`src/rtl/mw_pkg.sv`:
```
package mw_pkg;
  typedef enum logic [3:0] {
    CMD_NONE    = 4'd0,
    CMD_READ    = 4'd1,
    CMD_WRITE   = 4'd2,
    CMD_PAWRITE = 4'd3,
    CMD_WRALL   = 4'd4,
    CMD_WEN     = 4'd5,
    CMD_WDS     = 4'd6,
    CMD_PRREAD  = 4'd7,
    CMD_PRWRITE = 4'd8,
    CMD_PRCLEAR = 4'd9,
    CMD_PREN    = 4'd10,
    CMD_PRDS    = 4'd11
  } cmd_e;

  typedef enum logic [1:0] {
    RX_IDLE,
    RX_HDR,
    RX_DATA,
    RX_DONE
  } rx_st_e;
endpackage

```
`src/rtl/mw_rx.sv`:
```
module mw_rx
  import mw_pkg::*;
#(
  parameter int ADDR_W = 6,
  parameter int DATA_W = 16
) (
  input  logic              clk,
  input  logic              rst_n,
  input  logic              din,
  input  logic              need_data,
  output logic              hdr_last,
  output logic [ADDR_W+1:0] hdr_word,
  output logic              data_last,
  output logic [DATA_W-1:0] data_word
);
  localparam int HDR_W = ADDR_W + 2;
  localparam int MAX_W = (HDR_W > DATA_W) ? HDR_W : DATA_W;
  localparam int CNT_W = $clog2(MAX_W + 1);

  rx_st_e           st_q;
  logic [CNT_W-1:0] cnt_q;
  logic [HDR_W-2:0] hsh_q;
  logic [DATA_W-2:0] dsh_q;

  assign hdr_last  = (st_q == RX_HDR)  && (cnt_q == CNT_W'(HDR_W - 1));
  assign data_last = (st_q == RX_DATA) && (cnt_q == CNT_W'(DATA_W - 1));
  assign hdr_word  = {hsh_q, din};
  assign data_word = {dsh_q, din};

  always_ff @(posedge clk or negedge rst_n) begin
    if (!rst_n) begin
      st_q  <= RX_IDLE;
      cnt_q <= '0;
      hsh_q <= '0;
      dsh_q <= '0;
    end else begin
      case (st_q)
        RX_IDLE: begin
          if (din) begin
            st_q  <= RX_HDR;
            cnt_q <= '0;
          end
        end
        RX_HDR: begin
          hsh_q <= hdr_word[HDR_W-2:0];
          if (hdr_last) begin
            cnt_q <= '0;
            st_q  <= need_data ? RX_DATA : RX_DONE;
          end else begin
            cnt_q <= cnt_q + 1'b1;
          end
        end
        RX_DATA: begin
          dsh_q <= data_word[DATA_W-2:0];
          if (data_last) begin
            st_q <= RX_DONE;
          end else begin
            cnt_q <= cnt_q + 1'b1;
          end
        end
        default: st_q <= RX_DONE;
      endcase
    end
  end
endmodule

```
`src/rtl/mw_decode.sv`:
```
module mw_decode
  import mw_pkg::*;
#(
  parameter int ADDR_W = 6
) (
  input  logic              pre,
  input  logic [ADDR_W+1:0] hdr,
  output cmd_e              code,
  output logic              need_data,
  output logic              need_w
);
  logic [1:0]        op;
  logic [ADDR_W-1:0] a;
  logic [1:0]        ext;

  assign op  = hdr[ADDR_W+1:ADDR_W];
  assign a   = hdr[ADDR_W-1:0];
  assign ext = a[ADDR_W-1:ADDR_W-2];

  always_comb begin
    code = CMD_NONE;
    if (!pre) begin
      case (op)
        2'b10: code = CMD_READ;
        2'b01: code = CMD_WRITE;
        2'b11: code = CMD_PAWRITE;
        default: begin
          case (ext)
            2'b01:   code = CMD_WRALL;
            2'b11:   code = CMD_WEN;
            2'b00:   code = CMD_WDS;
            default: code = CMD_NONE;
          endcase
        end
      endcase
    end else begin
      case (op)
        2'b10: code = CMD_PRREAD;
        2'b01: code = CMD_PRWRITE;
        2'b11: code = (&a) ? CMD_PRCLEAR : CMD_NONE;
        default: begin
          if (ext == 2'b11)  code = CMD_PREN;
          else if (~|a)      code = CMD_PRDS;
          else               code = CMD_NONE;
        end
      endcase
    end
  end

  always_comb begin
    need_data = (code == CMD_WRITE) || (code == CMD_PAWRITE) || (code == CMD_WRALL);
    need_w    = !((code == CMD_READ) || (code == CMD_WDS) ||
                  (code == CMD_PRREAD) || (code == CMD_NONE));
  end
endmodule

```
`src/rtl/mw_txsr.sv`:
```
module mw_txsr #(
  parameter int DATA_W = 16,
  parameter int PROT_W = 9
) (
  input  logic              clk,
  input  logic              rst_n,
  input  logic              load_mem,
  input  logic              load_prot,
  input  logic [DATA_W-1:0] mem_word,
  input  logic [PROT_W-1:0] prot_word,
  output logic              dout,
  output logic              dout_en
);
  localparam int SR_W = DATA_W + 1;

  logic [SR_W-1:0] sr_q;
  logic            en_q;
  logic [SR_W-1:0] prot_img;

  assign prot_img = SR_W'(prot_word) << (DATA_W - PROT_W);

  always_ff @(posedge clk or negedge rst_n) begin
    if (!rst_n) begin
      sr_q <= '0;
      en_q <= 1'b0;
    end else if (load_mem) begin
      sr_q <= {1'b0, mem_word};
      en_q <= 1'b1;
    end else if (load_prot) begin
      sr_q <= prot_img;
      en_q <= 1'b1;
    end else if (en_q) begin
      sr_q <= {sr_q[SR_W-2:0], 1'b0};
    end
  end

  assign dout_en = en_q;
  assign dout    = en_q & sr_q[SR_W-1];
endmodule

```
`src/rtl/mw_array.sv`:
```
module mw_array #(
  parameter int ADDR_W = 6,
  parameter int DATA_W = 16
) (
  input  logic              clk,
  input  logic              por_n,
  input  logic              set_wen,
  input  logic              clr_wen,
  input  logic              wr_one,
  input  logic              wr_all,
  input  logic [ADDR_W-1:0] waddr,
  input  logic [DATA_W-1:0] wdata,
  input  logic [ADDR_W-1:0] raddr,
  output logic [DATA_W-1:0] rdata
);
  localparam int DEPTH = 1 << ADDR_W;

  logic              wen_q;
  logic [DATA_W-1:0] words [DEPTH];

  always_ff @(posedge clk or negedge por_n) begin
    if (!por_n)       wen_q <= 1'b0;
    else if (clr_wen) wen_q <= 1'b0;
    else if (set_wen) wen_q <= 1'b1;
  end

  for (genvar g = 0; g < DEPTH; g++) begin : g_word
    logic [DATA_W-1:0] word_q;
    always_ff @(posedge clk) begin
      if (wen_q && (wr_all || (wr_one && (waddr == ADDR_W'(g)))))
        word_q <= wdata;
    end
    assign words[g] = word_q;
  end

  assign rdata = words[raddr];
endmodule

```
`src/rtl/mw_eeprom_front.sv`:
```
module mw_eeprom_front
  import mw_pkg::*;
#(
  parameter int ADDR_W = 6,
  parameter int DATA_W = 16,
  parameter int PROT_W = 9
) (
  input  logic              por_n,
  input  logic              cs,
  input  logic              sclk,
  input  logic              din,
  input  logic              prot_sel,
  input  logic              wr_allow,
  input  logic              wr_inhibit,
  input  logic [PROT_W-1:0] prot_word,
  output logic              dout,
  output logic              dout_en,
  output logic              cmd_valid,
  output logic [3:0]        cmd_code,
  output logic [ADDR_W-1:0] cmd_addr,
  output logic [DATA_W-1:0] cmd_wdata
);
  logic              sess_rst_n;
  logic              hdr_last, data_last;
  logic [ADDR_W+1:0] hdr_word;
  logic [DATA_W-1:0] data_word;
  cmd_e              dec_code;
  logic              dec_need_data, dec_need_w;
  cmd_e              code_q;
  logic              need_w_q;
  logic [ADDR_W-1:0] addr_q;
  logic [DATA_W-1:0] wdata_q;
  logic              valid_q;
  logic              fire_hdr, fire_data;
  logic [DATA_W-1:0] mem_rd;

  assign sess_rst_n = por_n & cs;

  mw_rx #(.ADDR_W(ADDR_W), .DATA_W(DATA_W)) u_rx (
    .clk       (sclk),
    .rst_n     (sess_rst_n),
    .din       (din),
    .need_data (dec_need_data),
    .hdr_last  (hdr_last),
    .hdr_word  (hdr_word),
    .data_last (data_last),
    .data_word (data_word)
  );

  mw_decode #(.ADDR_W(ADDR_W)) u_dec (
    .pre       (prot_sel),
    .hdr       (hdr_word),
    .code      (dec_code),
    .need_data (dec_need_data),
    .need_w    (dec_need_w)
  );

  assign fire_hdr  = hdr_last && (dec_code != CMD_NONE) && !dec_need_data &&
                     (!dec_need_w || wr_allow);
  assign fire_data = data_last && (code_q != CMD_NONE) && (!need_w_q || wr_allow);

  always_ff @(posedge sclk or negedge sess_rst_n) begin
    if (!sess_rst_n) begin
      code_q   <= CMD_NONE;
      need_w_q <= 1'b0;
      addr_q   <= '0;
      wdata_q  <= '0;
      valid_q  <= 1'b0;
    end else begin
      valid_q <= fire_hdr || fire_data;
      if (hdr_last) begin
        code_q   <= dec_code;
        need_w_q <= dec_need_w;
        addr_q   <= hdr_word[ADDR_W-1:0];
      end
      if (data_last) wdata_q <= data_word;
    end
  end

  mw_array #(.ADDR_W(ADDR_W), .DATA_W(DATA_W)) u_arr (
    .clk     (sclk),
    .por_n   (por_n),
    .set_wen (fire_hdr && (dec_code == CMD_WEN)),
    .clr_wen (fire_hdr && (dec_code == CMD_WDS)),
    .wr_one  (fire_data && !wr_inhibit &&
              ((code_q == CMD_WRITE) || (code_q == CMD_PAWRITE))),
    .wr_all  (fire_data && !wr_inhibit && (code_q == CMD_WRALL)),
    .waddr   (addr_q),
    .wdata   (data_word),
    .raddr   (hdr_word[ADDR_W-1:0]),
    .rdata   (mem_rd)
  );

  mw_txsr #(.DATA_W(DATA_W), .PROT_W(PROT_W)) u_tx (
    .clk       (sclk),
    .rst_n     (sess_rst_n),
    .load_mem  (fire_hdr && (dec_code == CMD_READ)),
    .load_prot (fire_hdr && (dec_code == CMD_PRREAD)),
    .mem_word  (mem_rd),
    .prot_word (prot_word),
    .dout      (dout),
    .dout_en   (dout_en)
  );

  assign cmd_valid = valid_q;
  assign cmd_code  = code_q;
  assign cmd_addr  = addr_q;
  assign cmd_wdata = wdata_q;
endmodule

```
`config.mk`:
```
export PLATFORM = sky130hd
export DESIGN_NAME = mw_eeprom_front
export DESIGN_NICKNAME = d
export VERILOG_FILES = /design/src/rtl/mw_pkg.sv /design/src/rtl/mw_rx.sv /design/src/rtl/mw_decode.sv /design/src/rtl/mw_txsr.sv /design/src/rtl/mw_array.sv /design/src/rtl/mw_eeprom_front.sv
export SDC_FILE = /design/constraint.sdc
export NUM_CORES = 1
export LEC_CHECK = 0
export BUFFER_PORTS_ARGS = -buffer_cell sky130_fd_sc_hd__buf_2
export CAP_MARGIN = 40
export CORE_MARGIN = 2
export CORE_UTILIZATION = 33
export DETAILED_ROUTE_END_ITERATION = 10
export HOLD_SLACK_MARGIN = 0.02
export SLEW_MARGIN = 20
export SYNTH_ARGS = -nofsm -noshare
export SYNTH_HDL_FRONTEND = slang
export SYNTH_HIERARCHICAL = 1
export SYNTH_SLANG_ARGS = --single-unit
```
`constraint.sdc`:
```
create_clock -name sclk -period 3.65 [get_ports sclk]
set_input_delay 0.365 -clock sclk [delete_from_list [all_inputs] [get_ports sclk]]
set_output_delay 0.365 -clock sclk [all_outputs]
set_load 0.02 [all_outputs]
```
==> results.cfg, run 1 <==
[run_status]
status = completed

[pwr]
leakage_nw = 18.4
power_density_nw_per_um2 = 488
ir_worst_vdd_uv = 425

[sta]
skew_ns = 0.0400
slew_viol_final = 0
period_needed_ns = 3.13
setup-violations-final = 0
finalCritPeriodShare_pct = 85.8
finalHoldViolCount = 0
rsz0062_at_grt = no
max_freq_ghz = 0.319
tightest_slew_ns = 0.836
fin_ws_ns = 0.520
tns_ns = 0
relSlewSlack_pct = 44.3

[grt]
grtUsageMet3_pct = 3.98
grt_pass1_wl_um = 156000
grt_use_total_pct = 15.6
grt-ovfl-total = 0
met2_usage_pct = 24.9
grt_max_degree = 89
grt_pass1_vias = 22466
grt_util_met1_pct = 21.1
grt_antenna_before_repair = 3
busiest_layer = met2

[routing]
via_per_inst = 5.30
route.detailed.drc = 0
vias = 22196
routedWlPerCell_um = 25.8
drt_iter0_drc = 2504
drtPass1Iterations = 7
routed_wirelength_um = 108000
detail-route-antenna-nets = 0

[clocking]
clock-sinks = 1100
clockBufferDepth = 3
cts_root_buf = clkbuf_16
cts-htree-levels = 3
post_cts_resize_count = 0
cts_tree = yes
worstSkewPairLatency_ns = 0.68
path_clk_slew_ns = 0.06
numCtsBuffers = 108
postCtsSetupBuffers = 0

[cells_and_area]
area_growth_pct = 14.6
fin_nets = 2372
ff_latch_area_um2 = 32700
multi_input_area_um2 = 10300
drive_above_1_share_pct = 27.3
utilization_pct = 38.2
fill_cells = 11838
stdcell_area_um2 = 50300

[die]
core_um2 = 132000
initial_core_util_pct = 33.3
die_area_um2 = 136000
die_h_um = 369
fp.dieW_um = 369
num_rows = 133
io_pins = 45

[placed_design]
io_buffer_count = 44
place_congestion = 0.864
dpl-instance-area_um2 = 46800
dp_hpwl_um = 67700
place_ws_ns = 0.392

[synthesis]
netlist.top_cell.by_area = edfxtp_1
synth_cell_type_count = 70
netlist_area_um2 = 43900
synth_warnings = 6
synth_cells = 2173
yosysSeqAreaShare_pct = 74.4
synth_edf_count = 1024
synth_fp_nets = 2196
synth_top_area_share_pct = 70.0
ys_ff_latch = 1100
synth_ff_type = edfxtp_1
async_flop_share_pct = 6.91
netlist_top_cells_area = edfxtp_1 (70%), mux4_2 (11%), dfrtp_1 (4.3%), mux2i_1 (2.2%), mux2_2 (1.3%)
avgSynthCellArea_um2 = 20.2

[hold_path]
min_path_type = primary input to flop

[critical_path]
cpMostUsedCell = buf_12
critPathKind = flop to flop
crit_slowest_cell = dfrtp_4
path_cells = buf_12, buf_12, mux4_2, mux2i_1, a22oi_1, a31oi_1, a311oi_1, a221o_1
cp.required_ns = 4.20
end_kind = flop
cpLargestDelayFamily = compound AO/OA/AOI/OAI gates
slowest_delay_ns = 0.60
critPathLaunchType = flop
critical_path_arrival_ns = 3.68
worst-path-buf-inv = 2
critPathMaxFanout = 66

[flow_run]
max_cap_violations = 0
## stage by stage
stage	power [W]	hold WS [ns]	instances
after floorplan	0.0141	0.0694	2173
after global placement	0.0141	0.186	3975
after detailed placement	0.0141	0.189	3986
after CTS	0.0247	0.149	4184
after global routing	0.0252	0.201	4188
final	0.0245	0.201	4190
## sequential cells by signal, indices dropped and copies added (netlist names)
register / cells
u_arr/wen_q: 1
cmd_valid: 1
cmd_code: 4
u_rx/dsh_q: 15
u_rx/hsh_q: 7
u_arr/g_word.word_q: 1024
need_w_q: 1
u_rx/cnt_q: 5
u_tx/dout_en: 1
cmd_wdata: 16
u_rx/st_q: 2
cmd_addr: 6
u_tx/sr_q: 17
## kinds of logic after synthesis
kind of cell | Yosys count | synth area share [%]
flip-flops | 1100 | 74.4
multiplexers | 381 | 15.4
AND/OR/NAND/NOR | 284 | 3.66
AO/OA/AOI/OAI | 260 | 4.22
buffers and inverters | 141 | 2.12
adder cells (fa/ha/maj) | 7 | 0.200
## worst min-delay path, stage by stage
cell      delay, ns
buf_2          0.21
a211oi_1       0.12
nand2_1        0.06
o21ai_0        0.07
## synthesized netlist by cell type (25+ instances only)
cell type / number
nor2b_1: 78
edfxtp_1: 1024
nand3_1: 25
mux2i_1: 96
dfrtp_1: 76
buf_2: 34
a21oi_1: 69
nand2_1: 46
nor2_1: 46
mux2_2: 52
mux4_2: 213
clkbuf_1: 41
a22oi_1: 57
## cells in the final DEF, fill, tap and decap left out, types with 23 or more instances in the layout
| cell | instances |
|---|---|
| buf_4 | 129 |
| a21oi_1 | 69 |
| mux2_2 | 52 |
| a22oi_1 | 57 |
| nand3_1 | 25 |
| dfrtp_1 | 57 |
| a221oi_1 | 23 |
| mux4_2 | 213 |
| nand2_1 | 46 |
| buf_2 | 44 |
| clkbuf_1 | 27 |
| nor2_1 | 46 |
| mux2i_1 | 96 |
| nor2b_1 | 78 |
| edfxtp_1 | 1024 |
| clkbuf_16 | 109 |
## layer usage
metal / up-vias / routed length (µm)
met5: - / 23
met3: 159 / 8710
met1: 11809 / 44700
li1: 9349 / -
met4: 4 / 2800
met2: 875 / 51700
## final timing paths
check / start / endpoint / slack [ns] / cells after the start
min in group asynchronous: cs / cmd_addr[3] / 0.39 / 3
max in group asynchronous: por_n / u_tx/sr_q[11] / 2.37 / 4
worst max register to register: u_rx/hsh_q[1] / u_tx/sr_q[14] / 0.52 / 8
worst min register to register: cmd_wdata[3] / cmd_wdata[3] / 0.50 / 1
worst min-delay path: prot_sel / need_w_q / 0.20 / 4
worst max-delay path: u_rx/hsh_q[1] / u_tx/sr_q[14] / 0.52 / 8
## repair_timing
item	CTS	global route
endpoints found under the setup margin	0	0
hold endpoints to repair	55	0
hold buffers	4	0
## report_power, final
group / leakage, nW / switching, W / total (W) / internal, W
Clock: 1.65 / 0.00461 / 0.0107 / 0.00605
Combinational: 4.05 / 0.000157 / 0.000268 / 0.000111
Sequential: 12.7 / 0 / 0.0136 / 0.0136
Total: 18.4 / 0.00477 / 0.0245 / 0.0197
## cell type report
| cell class | count | share of cell area, % |
|---|---|---|
| flip-flops and latches | 1100 | 65.0 |
| multi-input cells | 932 | 20.6 |
| clock buffers | 140 | 5.73 |
| well taps | 1755 | 4.37 |
| clock inverters | 54 | 0.953 |
| repair buffers | 200 | 3.35 |
| inverters | 7 | 0.0522 |
| diodes | 2 | 0.00995 |
(Power assumes the default switching activity.)
==> run 2: changes to the inputs <==
--- a/config.mk
+++ b/config.mk
@@ -9,8 +9,10 @@
 export CAP_MARGIN = 40
 export CORE_MARGIN = 2
 export CORE_UTILIZATION = 33
+export CTS_CLUSTER_DIAMETER = 200
 export DETAILED_ROUTE_END_ITERATION = 10
 export HOLD_SLACK_MARGIN = 0.02
+export PLACE_DENSITY_LB_ADDON = 0.15
 export SLEW_MARGIN = 20
 export SYNTH_ARGS = -nofsm -noshare
 export SYNTH_HDL_FRONTEND = slang
==> results.cfg, run 2 (synthesis results as in run 1) <==
[hold_path]
min_path_type = primary input to flop
hold_depth = 4
whs_endpoint = u_tx/sr_q[12]
min-delay-start = prot_word[5]

[sta]
skew_ns = 0.0308
relSlewSlack_pct = 40.9
period_needed_ns = 3.18
finalCritPeriodShare_pct = 87.2
setup-violations-final = 0
tightest_slew_ns = 0.881
fin_hold_ws_ns = 0.119
slew_viol_final = 0
finalHoldViolCount = 0
max_freq_ghz = 0.314
tns_ns = 0
rsz0062_at_grt = no

[clocking]
cts_root_buf = clkbuf_16
clockBufferDepth = 3
path_clk_slew_ns = 0.07
numCtsBuffers = 115
cts-htree-levels = 3
post_cts_resize_count = 0
postCtsSetupBuffers = 0
clock-sinks = 1100
worstSkewPairLatency_ns = 0.72
cts_tree = yes

[routing]
vias = 22075
route.detailed.drc = 0
via_per_inst = 5.22
drt_iter0_drc = 2159
detail-route-antenna-nets = 0
routed_wirelength_um = 119000
routedWlPerCell_um = 28.1
drtPass1Iterations = 5

[die]
fp.dieW_um = 369
die_h_um = 369
io_pins = 45
core_um2 = 132000
die_area_um2 = 136000
num_rows = 133
initial_core_util_pct = 33.3

[grt]
grt_use_total_pct = 17.5
grt-ovfl-total = 0
grt_pass1_wl_um = 170000
grt_max_degree = 88
grt_antenna_before_repair = 3
grt_pass1_vias = 22790

[cells_and_area]
largest_register = u_arr/g_word.word_q
stdcell_area_um2 = 50700
drive_above_1_share_pct = 28.9
area_growth_pct = 15.6
final_common_cell = edfxtp_1
utilization_pct = 38.5
fin_nets = 2396
largest_reg_flops = 1024
layout_common_cells = edfxtp_1 (1024), mux4_2 (213), buf_4 (145)

[pwr]
ir_worst_vdd_uv = 375
power_w = 0.0251
power_density_nw_per_um2 = 495
leakage_nw = 18.6

[placed_design]
place_congestion = 0.788
dp_hpwl_um = 72700
io_buffer_count = 44
dpl-instance-area_um2 = 47000

[critical_path]
rr_startpoint = u_rx/hsh_q[0]
critical_path_arrival_ns = 3.79
reg2regPathDepth = 7
critPathMaxFanout = 28
end_kind = flop
reg2reg_to = u_tx/sr_q[9]
critPathLaunchType = flop
critPathKind = flop to flop
cp.required_ns = 4.26
r2r_setup_slack_ns = 0.47

[run_status]
status = completed

[flow_run]
max_cap_violations = 0
-- run 2: changes by cell type in the layout (fill, tap and decap cells not counted), moves of 2 or more --
cell / change
buf_12: +3
buf_16: -2
buf_4: +16
clkbuf_16: +10
clkinv_1: +12
clkinvlp_4: -2
dfrtp_2: -2
dfrtp_4: +2
nor2b_1: -25
nor2b_2: +25
-- run 2: metal layers --
layer,global-route usage [%],part of all wire (%)
met5,0,0.019
met4,4.88,2.7
met3,3.32,5.3
met2,28.1,48
met1,24.2,44
-- run 2: area by class of cell --
| type | instances | area [µm²] |
|---|---|---|
| clock buffers | 151 | 3150 |
| diodes | 3 | 7.51 |
| multi-input cells | 932 | 10400 |
| clock inverters | 64 | 452 |
| fillers | 11933 | 81100 |
| flip-flops and latches | 1100 | 32700 |
| inverters | 7 | 26.3 |
| well taps | 1755 | 2200 |
| repair buffers | 217 | 1820 |
-- run 2: worst max-delay path by stage --
stage | start | end | slack [ns]
CTS | u_rx/hsh_q[1] | u_tx/sr_q[9] | 0.39
global placement | din | u_tx/sr_q[9] | 0.12
global route | u_rx/hsh_q[1] | u_tx/sr_q[8] | 0.38
finish | u_rx/hsh_q[0] | u_tx/sr_q[9] | 0.47
detailed placement | din | u_tx/sr_q[9] | 0.05
floorplan | u_rx/cnt_q[0] | u_arr/g_word[2].word_q[0] | 0.40
-- run 2: power by group --
part | switching, W | leakage, nW | internal (W)
sequential | 0 | 12.7 | 0.0136
combinational | 0.000163 | 4.13 | 0.000123
clock | 0.00481 | 1.77 | 0.00645
total | 0.00498 | 18.6 | 0.0202
-- run 2: repair_timing --
action	in CTS	in global routing
hold buffers	4	0
endpoints found under the setup margin	0	0
endpoints found under the hold margin	59	0
-- run 2: metrics by stage --
| stage | instances | setup WS (ns) |
|---|---|---|
| finish | 4229 | 0.466 |
| global route | 4226 | 0.381 |
| CTS | 4221 | 0.391 |
| detailed placement | 4002 | 0.0543 |
| global placement | 3994 | 0.123 |
| floorplan | 2173 | 0.398 |
-- run 2: critical path, cell delays in order, from the launching register on --
cell and delay, ns:
dfrtp_4 0.50, buf_4 0.47, nand2_2 0.35, a211oi_1 0.31
a221oi_1 0.12, a221oi_1 0.71, a311oi_1 0.18, a221o_1 0.40
